File: src/rtl/tlbsc_pkg.sv
package tlbsc_pkg;
  localparam int ADDR_W   = 32;
  localparam int BE_FIRST = 14;
  localparam int BE_LAST  = 19;
  localparam int IDX_MSB  = ADDR_W - 1 - BE_FIRST;
  localparam int IDX_LSB  = ADDR_W - 1 - BE_LAST;
  localparam int IDX_W    = IDX_MSB - IDX_LSB + 1;
  localparam int SETS     = 1 << IDX_W;
  localparam int WAYS     = 2;
  localparam int NBUF     = 2;

  typedef enum logic {
    SYNC_IDLE = 1'b0,
    SYNC_HOLD = 1'b1
  } sync_state_e;
endpackage

File: src/rtl/tlbsc_way_valid.sv
module tlbsc_way_valid
  import tlbsc_pkg::*;
#(
  parameter int N_SETS = SETS,
  parameter int I_W    = IDX_W
) (
  input  logic            clk,
  input  logic            rst_n,
  input  logic            inv_en_i,
  input  logic [I_W-1:0]  inv_idx_i,
  input  logic            fill_en_i,
  input  logic [I_W-1:0]  fill_idx_i,
  input  logic [I_W-1:0]  lkp_idx_i,
  output logic [WAYS-1:0] lkp_vld_o
);
  logic [N_SETS-1:0][WAYS-1:0] vld_q, vld_d;
  logic [N_SETS-1:0]           lru_q, lru_d;
  logic                        fill_blocked;
  logic                        state_we;
  logic                        lkp_kill;

  assign fill_blocked = inv_en_i && (inv_idx_i == fill_idx_i);
  assign state_we     = inv_en_i | fill_en_i;

  always_comb begin
    vld_d = vld_q;
    lru_d = lru_q;
    if (fill_en_i && !fill_blocked) begin
      vld_d[fill_idx_i][lru_q[fill_idx_i]] = 1'b1;
      lru_d[fill_idx_i]                    = ~lru_q[fill_idx_i];
    end
    if (inv_en_i) begin
      vld_d[inv_idx_i] = '0;
    end
  end

  always_ff @(posedge clk or negedge rst_n) begin
    if (!rst_n) begin
      vld_q <= '0;
      lru_q <= '0;
    end else if (state_we) begin
      vld_q <= vld_d;
      lru_q <= lru_d;
    end
  end

  assign lkp_kill  = inv_en_i && (inv_idx_i == lkp_idx_i);
  assign lkp_vld_o = lkp_kill ? '0 : vld_q[lkp_idx_i];


  inv_clear_chk: assert property (@(posedge clk) disable iff (!rst_n)
    inv_en_i |=> (vld_q[$past(inv_idx_i)] == '0));


  fill_lru_flip_chk: assert property (@(posedge clk) disable iff (!rst_n)
    (fill_en_i && !fill_blocked) |=>
      ((lru_q[$past(fill_idx_i)] != $past(lru_q[fill_idx_i])) &&
       (vld_q[$past(fill_idx_i)] != '0)));


  fill_lose_chk: assert property (@(posedge clk) disable iff (!rst_n)
    fill_blocked && fill_en_i |=> $stable(lru_q));


  idle_hold_chk: assert property (@(posedge clk) disable iff (!rst_n)
    (!inv_en_i && !fill_en_i) |=> $stable(vld_q));
endmodule

File: src/rtl/tlbsc_sync_ctl.sv
module tlbsc_sync_ctl
  import tlbsc_pkg::*;
(
  input  logic clk,
  input  logic rst_n,
  input  logic sync_req_i,
  input  logic ext_sync_i,
  output logic stall_o,
  output logic done_o
);
  sync_state_e state_q, state_d;
  logic        done_q, done_d;

  always_comb begin
    state_d = state_q;
    done_d  = 1'b0;
    unique case (state_q)
      SYNC_IDLE: begin
        if (sync_req_i) begin
          if (ext_sync_i) state_d = SYNC_HOLD;
          else            done_d  = 1'b1;
        end
      end
      SYNC_HOLD: begin
        if (!ext_sync_i) begin
          state_d = SYNC_IDLE;
          done_d  = 1'b1;
        end
      end
      default: state_d = SYNC_IDLE;
    endcase
  end

  always_ff @(posedge clk or negedge rst_n) begin
    if (!rst_n) begin
      state_q <= SYNC_IDLE;
      done_q  <= 1'b0;
    end else begin
      state_q <= state_d;
      done_q  <= done_d;
    end
  end

  assign stall_o = (state_q == SYNC_HOLD);
  assign done_o  = done_q;


  sync_pass_chk: assert property (@(posedge clk) disable iff (!rst_n)
    (sync_req_i && !stall_o && !ext_sync_i) |=> (done_o && !stall_o));


  sync_enter_chk: assert property (@(posedge clk) disable iff (!rst_n)
    (sync_req_i && !stall_o && ext_sync_i) |=> (stall_o && !done_o));


  stall_keep_chk: assert property (@(posedge clk) disable iff (!rst_n)
    (stall_o && ext_sync_i) |=> (stall_o && !done_o));


  stall_exit_chk: assert property (@(posedge clk) disable iff (!rst_n)
    $fell(stall_o) |-> done_o);
endmodule

File: src/rtl/tlb_inval_sync_ctrl.sv
module tlb_inval_sync_ctrl
  import tlbsc_pkg::*;
(
  input  logic              clk,
  input  logic              rst_n,
  input  logic              inv_req_i,
  input  logic [ADDR_W-1:0] inv_ea_i,
  input  logic              sync_req_i,
  input  logic              ext_sync_i,
  input  logic [IDX_W-1:0]  ilk_idx_i,
  output logic [WAYS-1:0]   ilk_way_vld_o,
  output logic              ilk_hit_o,
  input  logic [IDX_W-1:0]  dlk_idx_i,
  output logic [WAYS-1:0]   dlk_way_vld_o,
  output logic              dlk_hit_o,
  input  logic              ifill_en_i,
  input  logic [IDX_W-1:0]  ifill_idx_i,
  input  logic              dfill_en_i,
  input  logic [IDX_W-1:0]  dfill_idx_i,
  output logic              inv_done_o,
  output logic              sync_done_o,
  output logic              stall_o
);
  logic [1:0]                      rst_sync_q;
  logic                            rst_int_n;
  logic [IDX_W-1:0]                inv_idx;
  logic [ADDR_W-IDX_W-1:0]         ea_unused_bits;
  logic [NBUF-1:0]                 fill_en;
  logic [NBUF-1:0][IDX_W-1:0]      fill_idx;
  logic [NBUF-1:0][IDX_W-1:0]      lkp_idx;
  logic [NBUF-1:0][WAYS-1:0]       lkp_vld;
  logic                            inv_done_q;

  always_ff @(posedge clk or negedge rst_n) begin
    if (!rst_n) rst_sync_q <= 2'b00;
    else        rst_sync_q <= {rst_sync_q[0], 1'b1};
  end
  assign rst_int_n = rst_sync_q[1];

  assign inv_idx        = inv_ea_i[IDX_MSB:IDX_LSB];
  assign ea_unused_bits = {inv_ea_i[ADDR_W-1:IDX_MSB+1], inv_ea_i[IDX_LSB-1:0]};

  assign fill_en  = {dfill_en_i, ifill_en_i};
  assign fill_idx = {dfill_idx_i, ifill_idx_i};
  assign lkp_idx  = {dlk_idx_i, ilk_idx_i};

  for (genvar b = 0; b < NBUF; b++) begin : g_buf
    tlbsc_way_valid #(
      .N_SETS (SETS),
      .I_W    (IDX_W)
    ) u_vld (
      .clk        (clk),
      .rst_n      (rst_int_n),
      .inv_en_i   (inv_req_i),
      .inv_idx_i  (inv_idx),
      .fill_en_i  (fill_en[b]),
      .fill_idx_i (fill_idx[b]),
      .lkp_idx_i  (lkp_idx[b]),
      .lkp_vld_o  (lkp_vld[b])
    );
  end

  assign ilk_way_vld_o = lkp_vld[0];
  assign dlk_way_vld_o = lkp_vld[1];
  assign ilk_hit_o     = |lkp_vld[0];
  assign dlk_hit_o     = |lkp_vld[1];

  always_ff @(posedge clk or negedge rst_int_n) begin
    if (!rst_int_n) inv_done_q <= 1'b0;
    else            inv_done_q <= inv_req_i;
  end
  assign inv_done_o = inv_done_q;

  tlbsc_sync_ctl u_sync (
    .clk        (clk),
    .rst_n      (rst_int_n),
    .sync_req_i (sync_req_i),
    .ext_sync_i (ext_sync_i),
    .stall_o    (stall_o),
    .done_o     (sync_done_o)
  );


  inv_done_pulse_chk: assert property (@(posedge clk) disable iff (!rst_int_n)
    inv_req_i |=> inv_done_o);


  inv_done_idle_chk: assert property (@(posedge clk) disable iff (!rst_int_n)
    !inv_req_i |=> !inv_done_o);


  same_set_miss_chk: assert property (@(posedge clk) disable iff (!rst_int_n)
    (inv_req_i && (inv_idx == ilk_idx_i)) |-> !ilk_hit_o);


  hit_or_chk: assert property (@(posedge clk) disable iff (!rst_int_n)
    (dlk_hit_o == (dlk_way_vld_o != '0)) && (ilk_hit_o == (ilk_way_vld_o != '0)));
endmodule

File: config.mk
export PLATFORM = sky130hd
export DESIGN_NAME = tlb_inval_sync_ctrl
export DESIGN_NICKNAME = d
export VERILOG_FILES = /design/src/rtl/tlbsc_pkg.sv /design/src/rtl/tlbsc_way_valid.sv /design/src/rtl/tlbsc_sync_ctl.sv /design/src/rtl/tlb_inval_sync_ctrl.sv
export SDC_FILE = /design/constraint.sdc
export NUM_CORES = 1
export LEC_CHECK = 0
export BUFFER_PORTS_ARGS = -buffer_cell sky130_fd_sc_hd__buf_2
export CORE_UTILIZATION = 30
export CTS_CLUSTER_DIAMETER = 120
export DETAILED_ROUTE_END_ITERATION = 10
export PLACE_DENSITY = 0.45
export SLEW_MARGIN = 0
export SYNTH_ARGS = -nofsm -noshare
export SYNTH_HDL_FRONTEND = slang
export SYNTH_SLANG_ARGS = --single-unit
File: constraint.sdc
create_clock -name clk -period 11.7 [get_ports clk]
set_clock_uncertainty 0.2 [all_clocks]
set_input_delay 1.17 -clock clk [delete_from_list [all_inputs] [get_ports clk]]
set_output_delay 1.17 -clock clk [all_outputs]
set_load 0.1 [all_outputs]
## After elaboration in Yosys (flattened, before gate mapping)

Cells that the tools add are included.
Widths: inputs -> output; s select.

| word-level totals | value |
|---|---|
| register bits after elaboration | 389 |
| output and inout bits | 9 |
| logic and storage cells | 213 |

| cells by class | value |
|---|---|
| magnitude comparators | 12 |
| equality and inequality tests | 4 |
| muxes and demuxes | 36 |
| bitwise gates (word level) | 10 |
| reductions and logical operators | 17 |

Operator list:

| kind | count |
|---|---|
| $mux 128 | 4 |
| $and 128x128->128 | 2 |
| $or 128x128->128 | 2 |
| $bwmux 64 | 2 |
| $not 128->128 | 1 |
| $demux 2 s6 | 3 |
| $lt 6x7->1 const B | 5 |
| $bmux 2 s6 | 2 |
| $eq 6x6->1 | 4 |
| $ge 6x1->1 const B | 3 |
| $mux 2 | 7 |
| $bmux 1 s6 | 2 |
| $demux 1 s6 | 2 |
| $logic_and 1x1->1 | 11 |
| $mux 1 | 10 |
| $lt 1x2->1 const B | 2 |
| $pmux 1 s2 | 2 |
| $reduce_and 2->1 | 2 |
| $reduce_or 2->1 | 2 |
| $not 1->1 | 3 |
| $demux 1 s1 | 2 |
| $ge 1x1->1 const B | 2 |
| $logic_not 1->1 | 2 |
| $or 1x1->1 | 2 |

## Logic depth before layout (Yosys ltp)

Gate-level depths: netlist of run 1.

| logic depth | value |
|---|---|
| depth in word-level cells | 12 |
| mapped depth | 11 |
| depth with buffers taken out | 6 |

## Cells and area by module

A second synthesis of run 1 with hierarchy kept.

| unflattened totals | value |
|---|---|
| cells, all modules | 1,839 |
| area total of the unflattened synthesis | 20,235.7 um^2 |

By module, submodules not included:

| module | instances | cells each | area an instance (um^2) | sequential area each (um^2) |
|---|---|---|---|---|
| tlbsc_way_valid (g_buf[1].u_vld) | 1 | 929 | 10,714.0 | 4,804.6 |
| tlbsc_way_valid (g_buf[0].u_vld) | 1 | 900 | 9,362.7 | 4,804.6 |
| tlb_inval_sync_ctrl | 1 | 6 | 91.3 | 75.1 |
| tlbsc_sync_ctl | 1 | 4 | 67.6 | 50.0 |

## Worst setup path after synthesis of run 1

OpenSTA, ideal clock, no wires.

| timing | value |
|---|---|
| kind | input -> output |
| from | in dlk_idx_i[2] |
| to | out dlk_hit_o |
| data arrival time | 4.149 ns |
| required time | 10.330 ns |
| setup slack | 6.181 ns |
| cell stages on the path | 7 |
| path buffers | 2 |
| path through | clkbuf_1 buf_1 mux4_2 o22ai_1 a2111oi_0 a21oi_1 a21oi_1 |

| between the ends | value |
|---|---|
| cells in the longest elaborated chain, start to end | 4 |

Ends and longest elaborated chain:

| what | line | text |
|---|---|---|
| start, declared | tlb_inval_sync_ctrl.sv:13 | `input logic [IDX_W-1:0] dlk_idx_i,` |
| $bmux 2 s6 / $eq 6x6->1 (equally long branches) | tlbsc_way_valid.sv:48, tlbsc_way_valid.sv:47 |  |
| $mux 2 (implied by the code) / $logic_and 1x1->1 (equally long branches) | tlbsc_way_valid.sv:48, tlbsc_way_valid.sv:47 |  |
| $mux 2 * | tlbsc_way_valid.sv:48 | `assign lkp_vld_o = lkp_kill ? '0 : vld_q[lkp_idx_i];` |
| $reduce_or 2->1 * | tlb_inval_sync_ctrl.sv:66 | `assign dlk_hit_o = \|lkp_vld[1];` |
| end, declared | tlb_inval_sync_ctrl.sv:15 | `output logic dlk_hit_o,` |

Every way passes the cells marked *; elsewhere a longest branch is shown, timed or not. The select of a mux whose other input is x is not followed.

## Worst setup path after layout of run 1

| timing | value |
|---|---|
| from | in dlk_idx_i[1] |
| to | out dlk_hit_o |

Same word-level chain as after synthesis.

==> results of run 1 <==
==> power by group <==
group          internal [uW]  total, uW  switching (uW)
Combinational            220        521             300
Sequential              1540       1650             105
Clock                    865       1450             589
==> cell usage in the layout (no fill, tap or decap), types with 3 or more instances in the layout <==
| cell | instances |
|---|---|
| buf_4 | 15 |
| a221oi_1 | 34 |
| buf_2 | 45 |
| and3_1 | 4 |
| a22oi_1 | 5 |
| nor2b_1 | 16 |
| nor4_1 | 4 |
| o221ai_1 | 6 |
| mux2i_1 | 15 |
| dfrtp_1 | 388 |
| clkbuf_1 | 14 |
| o22ai_1 | 6 |
| and3b_1 | 3 |
| o21a_1 | 7 |
| nor3_1 | 13 |
| nand3_1 | 10 |
| nand4_1 | 6 |
| clkbuf_16 | 47 |
| inv_1 | 7 |
| nand2_1 | 441 |
| clkinv_2 | 7 |
| a22o_1 | 11 |
| xor2_1 | 9 |
| or3b_2 | 3 |
| o21ai_0 | 196 |
| a31oi_1 | 8 |
| clkbuf_8 | 9 |
| a21oi_1 | 16 |
| nor3b_1 | 9 |
| nand2b_1 | 18 |
| clkinvlp_4 | 3 |
| nor2_2 | 6 |
| o21ai_1 | 41 |
| and2_1 | 5 |
| nor2_1 | 38 |
| mux4_2 | 80 |
| bufinv_16 | 3 |
| mux2_2 | 132 |
| xnor2_1 | 15 |
==> flip-flops by register name (all words and copies together), names as in the netlist <==
| register | count |
|---|---|
| g_buf.u_vld.vld_q | 256 |
| g_buf.u_vld.lru_q | 128 |
| rst_sync_q | 2 |
| inv_done_o | 1 |
| u_sync.done_o | 1 |
| u_sync.stall_o | 1 |
==> kinds of logic after synthesis <==
| logic type | count (synthesis) |
|---|---|
| AOI/OAI and AO/OA | 351 |
| xor gates and xnor gates | 24 |
| buffers and inverters | 105 |
| DFF | 389 |
| muxes | 228 |
| other | 1 |
| and+or+nand+nor | 596 |
==> worst max-delay path, cell delays in order <==
cell     delay, ps
buf_2          730
mux4_2         630
mux4_2         570
mux2_2         320
a21oi_1        270
a21oi_1        110
buf_2          310
==> final timing paths <==
| kind | startpoint | endpoint | slack, ps | cells past startpoint |
|---|---|---|---|---|
| max | dlk_idx_i[1] | dlk_hit_o | 6190 | 7 |
| min | rst_n | rst_sync_q[1] | 160 | 1 |
| max reg2reg | g_buf[1].u_vld.lru_q[58] | g_buf[1].u_vld.vld_q[60] | 8280 | 7 |
| min reg2reg | rst_sync_q[0] | rst_sync_q[1] | 160 | 0 |
| max in group asynchronous | rst_sync_q[1] | g_buf[1].u_vld.lru_q[60] | 8810 | 2 |
| min in group clk | rst_sync_q[0] | rst_sync_q[1] | 160 | 0 |
==> stage by stage <==
stage	hold slack, ps	total power (uW)	worst slack [ps]	instances
3_5_place_dp	137	2200	6150	2440
6_report	159	3620	6190	2526
3_3_place_gp	139	2180	6140	2440
5_1_grt	131	3790	6090	2525
2_1_floorplan	131	2030	5150	1694
4_1_cts	126	3660	6140	2525
==> routing by layer <==
layer / global-route usage, % / wire length, um / vias to the layer above
met2: 28.4 / 26100 / 356
met4: 6.18 / 1800 / 2
li1: - / - / 6112
met5: 0 / 13 / -
met3: 3.46 / 2920 / 97
met1: 27.8 / 28300 / 6964
==> cell type report <==
cell class | instances | share of cell area (%)
flip-flops and latches | 389 | 46.4
repair buffers | 61 | 1.70
multi-input cells | 1200 | 39.8
clock buffers | 70 | 6.44
well taps | 782 | 4.66
inverters | 8 | 0.143
clock inverters | 15 | 0.858
diodes | 1 | 0.0119
==> summary.txt, run 1 <==
Routed Antenna Nets -> 0
Leakage -> 0.00895 uW
max_cap viols -> 0
EDFF count, synth -> 0
critical path class -> input pin to output pin
clk sink count -> 389
Syn Nets -> 1757
Pwr per Cell Area -> 172 nW/um^2
Period minus WS final -> 5510 ps
first-pass GRT wire length -> 89800 um
# DRC -> 0
largest fanout on the critical path -> 33
synth unique cells -> 71
# IOs -> 72
Synth Area in Simple Gates -> 13.9%
Worst-Skew Late Latency -> 590 ps
Mapped Cells -> 1694
CTS buffer count -> 46
synth top area cells -> dfrtp_1, mux4_2, nand2_1
vias in the first global route -> 13962
post-synthesis mux area share -> 18.6%
Arr. time, crit path -> 4140 ps
worst slew pin tran -> 1160 ps
global placement routability congestion -> 0.843
std cell rows -> 90
post-synthesis xor/xnor area fraction -> 1.13%
setup repair after global routing missed its margin -> no
Sequential Area -> 9740 sq um
clk root buf -> clkbuf_16
Synth Area in Adders -> 0%
Avg WL per Cell -> 23.4 um
Initial DRT Pass Iterations -> 7
Seq/Total Area, Yosys -> 52.4%
H-tree depth -> 2
largest net degree at the start of global routing -> 134
fillers -> 6103
count leader, synth -> nand2_1
Compound-Gate Fraction of Synth Area -> 11.3%
vias per cell -> 5.36
DIE HEIGHT -> 251 um
Mapped Area -> 18600 sq um
main combinational cell family by area after synthesis -> multiplexers
CTS tree -> done
YS warnings -> 0
CP required -> 10330 ps
hold crit path type -> input pin to asynchronous set/reset pin
Clock Path Buffers -> 3
Worst setup EP type -> output pin
Critical Path Source Type -> input pin
clock slew at reported path FFs -> 60 ps
most frequent cells after synthesis -> nand2_1, dfrtp_1, o21ai_0
GRT Util Overall -> 19.0%
Layout Nets -> 1769
ys async rst share -> 100%
Pins Over Slew Limit -> 0
share of cells above drive strength 1 -> 21.2%
Max Fclk -> 182 MHz
post-detail-place hpwl -> 43000 um
Setup-failing EPs final -> 0
initial antenna violation count -> 2
Layout Utilization -> 34.5%
Resize count post-CTS -> 0
final wirelength -> 59000 um
CORE AREA -> 60800 sq um
status -> finished, final reports clean
hold buffer count at CTS -> 0
Finished Cell Area -> 21000 sq um
Fin Setup TNS -> 0 ps
Post-DP Area -> 19500 sq um
1st-iter DRT viols -> 1023
Final Hold Violating Endpoints -> 0
Tcrit/Tclk final -> 47.1%
Yosys top cell area share -> 52.4%
Avg Synthesized Cell Area -> 11.0 sq um
Die Span X -> 251 um
Slew headroom -> 22.2%
Die ar. -> 62900 sq um
Yosys reg bits -> 389
Layout area overhead -> 13.0%
Multi-input gate area -> 8350 sq um
post-CTS setup repair buffer count -> 0
ys flop type -> dfrtp_1
IO buf count -> 45
Peak VDD IR -> 92.3 uV
Initial Util -> 30.6%
Synth area leader -> dfrtp_1
Via Count -> 13531
total grt overflow -> 0
Note: power is estimated with default switching activity, not from simulation.
==> run 2, diff against run 1 <==
--- a/config.mk
+++ b/config.mk
@@ -9,7 +9,7 @@
 export CORE_UTILIZATION = 30
 export CTS_CLUSTER_DIAMETER = 120
 export DETAILED_ROUTE_END_ITERATION = 10
-export PLACE_DENSITY = 0.45
+export PLACE_DENSITY = 0.44
 export SLEW_MARGIN = 0
 export SYNTH_ARGS = -nofsm -noshare
 export SYNTH_HDL_FRONTEND = slang
==> constraint.sdc (replaced) <==
create_clock -name clk -period 5.3 [get_ports clk]
set_clock_uncertainty 0.2 [all_clocks]
set_input_delay 0.53 -clock clk [delete_from_list [all_inputs] [get_ports clk]]
set_output_delay 0.53 -clock clk [all_outputs]
set_load 0.1 [all_outputs]
==> run 2 against run 1 <==
The flow now finishes with violations (hold timing). Combinational power is 120% higher. Global-route usage is 0.19 points higher. Sequential power is 120% higher. Flip-flop and latch count stayed put. First-iteration DRC count is 4.2% higher. Routed wire length is 1.4% higher. Setup slack worse by 5000 ps. Final cell count is 0.36% higher. Clock power is 120% higher. Total power is 120% higher. Worst hold slack worse by 160 ps.
==> summary.txt, run 2 (synthesized netlist as in run 1, its figures left out) <==
total grt overflow -> 0
CTS tree -> done
Clock Path Buffers -> 3
max FFs per register -> 256
CORE AREA -> 60800 sq um
Layout Utilization -> 34.6%
CP peak stage delay -> 740 ps
Max Fclk -> 241 MHz
Cell Count, Final, Fillers Out -> 2535
CTS buffer count -> 46
Sequential Area -> 9740 sq um
fillers -> 6113
vias in the first global route -> 13856
Net Sw Frac -> 27.6%
worst slew pin tran -> 1030 ps
Routed Antenna Nets -> 0
# DRC -> 0
hold crit path type -> register to asynchronous set/reset pin
final wirelength -> 59900 um
share of cells above drive strength 1 -> 21.7%
setup repair after global routing missed its margin -> no
initial antenna violation count -> 1
largest registers -> g_buf.u_vld.vld_q (256), g_buf.u_vld.lru_q (128), rst_sync_q (2)
Layout Nets -> 1780
largest net degree at the start of global routing -> 174
Initial Util -> 30.6%
# IOs -> 72
most common cell after layout, fill and taps aside -> nand2_1
Avg WL per Cell -> 23.6 um
Tcrit/Tclk final -> 78.3%
CP required -> 4570 ps
Peak VDD IR -> 218 uV
std cell rows -> 90
Via Count -> 13633
global placement routability congestion -> 0.816
Setup-failing EPs final -> 0
Final Hold Violating Endpoints -> 9
post-CTS setup repair buffer count -> 0
status -> finished, violations left
Layout area overhead -> 13.4%
Seq pwr share -> 45.7%
DIE HEIGHT -> 251 um
ant diodes -> 0
internal power -> 5760 uW
vias per cell -> 5.38
Slew headroom -> 31.1%
Sw Pwr -> 2190 uW
Pwr per Cell Area -> 377 nW/um^2
Fin Setup TNS -> 0 ps
Arr. time, crit path -> 3420 ps
Die Span X -> 251 um
Die ar. -> 62900 sq um
Multi-input gate area -> 8350 sq um
Period minus WS final -> 4150 ps
failing checks -> hold timing
register with the most flip-flops -> g_buf.u_vld.vld_q
Worst path slowest cell -> buf_2
critical path class -> input pin to output pin
largest fanout on the critical path -> 29
Worst-Skew Late Latency -> 580 ps
clk root buf -> clkbuf_16
crit-path cells -> buf_2, mux4_2, mux4_2, nand2b_1, a22oi_1, a21oi_1, buf_2
Worst setup EP type -> output pin
first-pass GRT wire length -> 90600 um
GRT Util Overall -> 19.2%
Resize count post-CTS -> 0
Pins Over Slew Limit -> 0
worst hold slack -> -4.78 ps
Initial DRT Pass Iterations -> 5
max_cap viols -> 0
post-detail-place hpwl -> 43300 um
most frequent cells in the layout -> nand2_1, dfrtp_1, o21ai_0
clock slew at reported path FFs -> 60 ps
H-tree depth -> 2
clock share of power -> 39.7%
Cells after DPL -> 2447
Leakage -> 0.00903 uW
Comb pwr share -> 14.7%
clk sink count -> 389
IO buf count -> 45
Critical Path Source Type -> input pin
1st-iter DRT viols -> 1066
==> run 2: cell types whose count changed in the layout (fill, tap and decap cells not counted), sizes merged <==
| cell | change |
|---|---|
| buf | +7 |
| bufinv | -1 |
| clkbuf | -4 |
| clkinv | +6 |
| clkinvlp | -3 |
| diode | -1 |
| dlygate4sd3 | +4 |
| inv | +1 |
==> run 2: path summary, 6_finish.rpt <==
kind                                          start                        end  slack, ps  cells after the start
max in group asynchronous             rst_sync_q[1]   g_buf[1].u_vld.lru_q[28]       3670                      1
max reg2reg                g_buf[1].u_vld.lru_q[62]  g_buf[1].u_vld.vld_q[107]       2190                      6
min                                   rst_sync_q[1]    g_buf[0].u_vld.lru_q[4]         -5                      0
min in group clk                          inv_req_i                 inv_done_o        100                      1
min reg2reg                           rst_sync_q[1]    g_buf[0].u_vld.lru_q[4]         -5                      0
max                                    ilk_idx_i[0]                  ilk_hit_o       1150                      7
==> run 2: critical path: cells and delay by family <==
kind,cells,cell delay [ps]
and+or+nand+nor,1,180
AOI/OAI and AO/OA,2,460
muxes,2,1170
buffers and inverters,2,1070
==> run 2: layout make-up <==
cell class | instances | share of cell area (%)
clock buffers | 66 | 6.40
repair buffers | 72 | 2.26
multi-input cells | 1200 | 39.7
inverters | 8 | 0.143
well taps | 782 | 4.64
flip-flops and latches | 389 | 46.2
clock inverters | 18 | 0.683
==> run 2: power by group through the flow <==
| stage | logic, uW | registers (uW) | clock network [uW] |
|---|---|---|---|
| 2_1_floorplan | 840 | 3650 | 0 |
| 3_3_place_gp | 1160 | 3670 | 0 |
| 3_5_place_dp | 1180 | 3680 | 0 |
| 4_1_cts | 1180 | 3630 | 3240 |
| 5_1_grt | 1290 | 3680 | 3360 |
| 6_report | 1170 | 3630 | 3150 |
==> run 2: through the flow <==
stage | total power, uW | setup WS, ps | cell area [sq um]
floorplan | 4490 | 1060 | 18600
global placement | 4820 | 1080 | 19500
detailed placement | 4860 | 1080 | 19500
CTS | 8050 | 1090 | 21100
global route | 8320 | 949 | 21100
finish | 7950 | 1150 | 21100
==> run 2: metal layers <==
metal,track usage [%],wire (um)
met3,3.40,3200
met1,27.9,28700
met4,5.61,1390
met2,29.3,26600
met5,0,12
==> run 2: what timing repair did <==
item,in CTS,in global routing
hold buffers,4,0
hold endpoints to repair,4,0
endpoints found under the setup margin,0,0
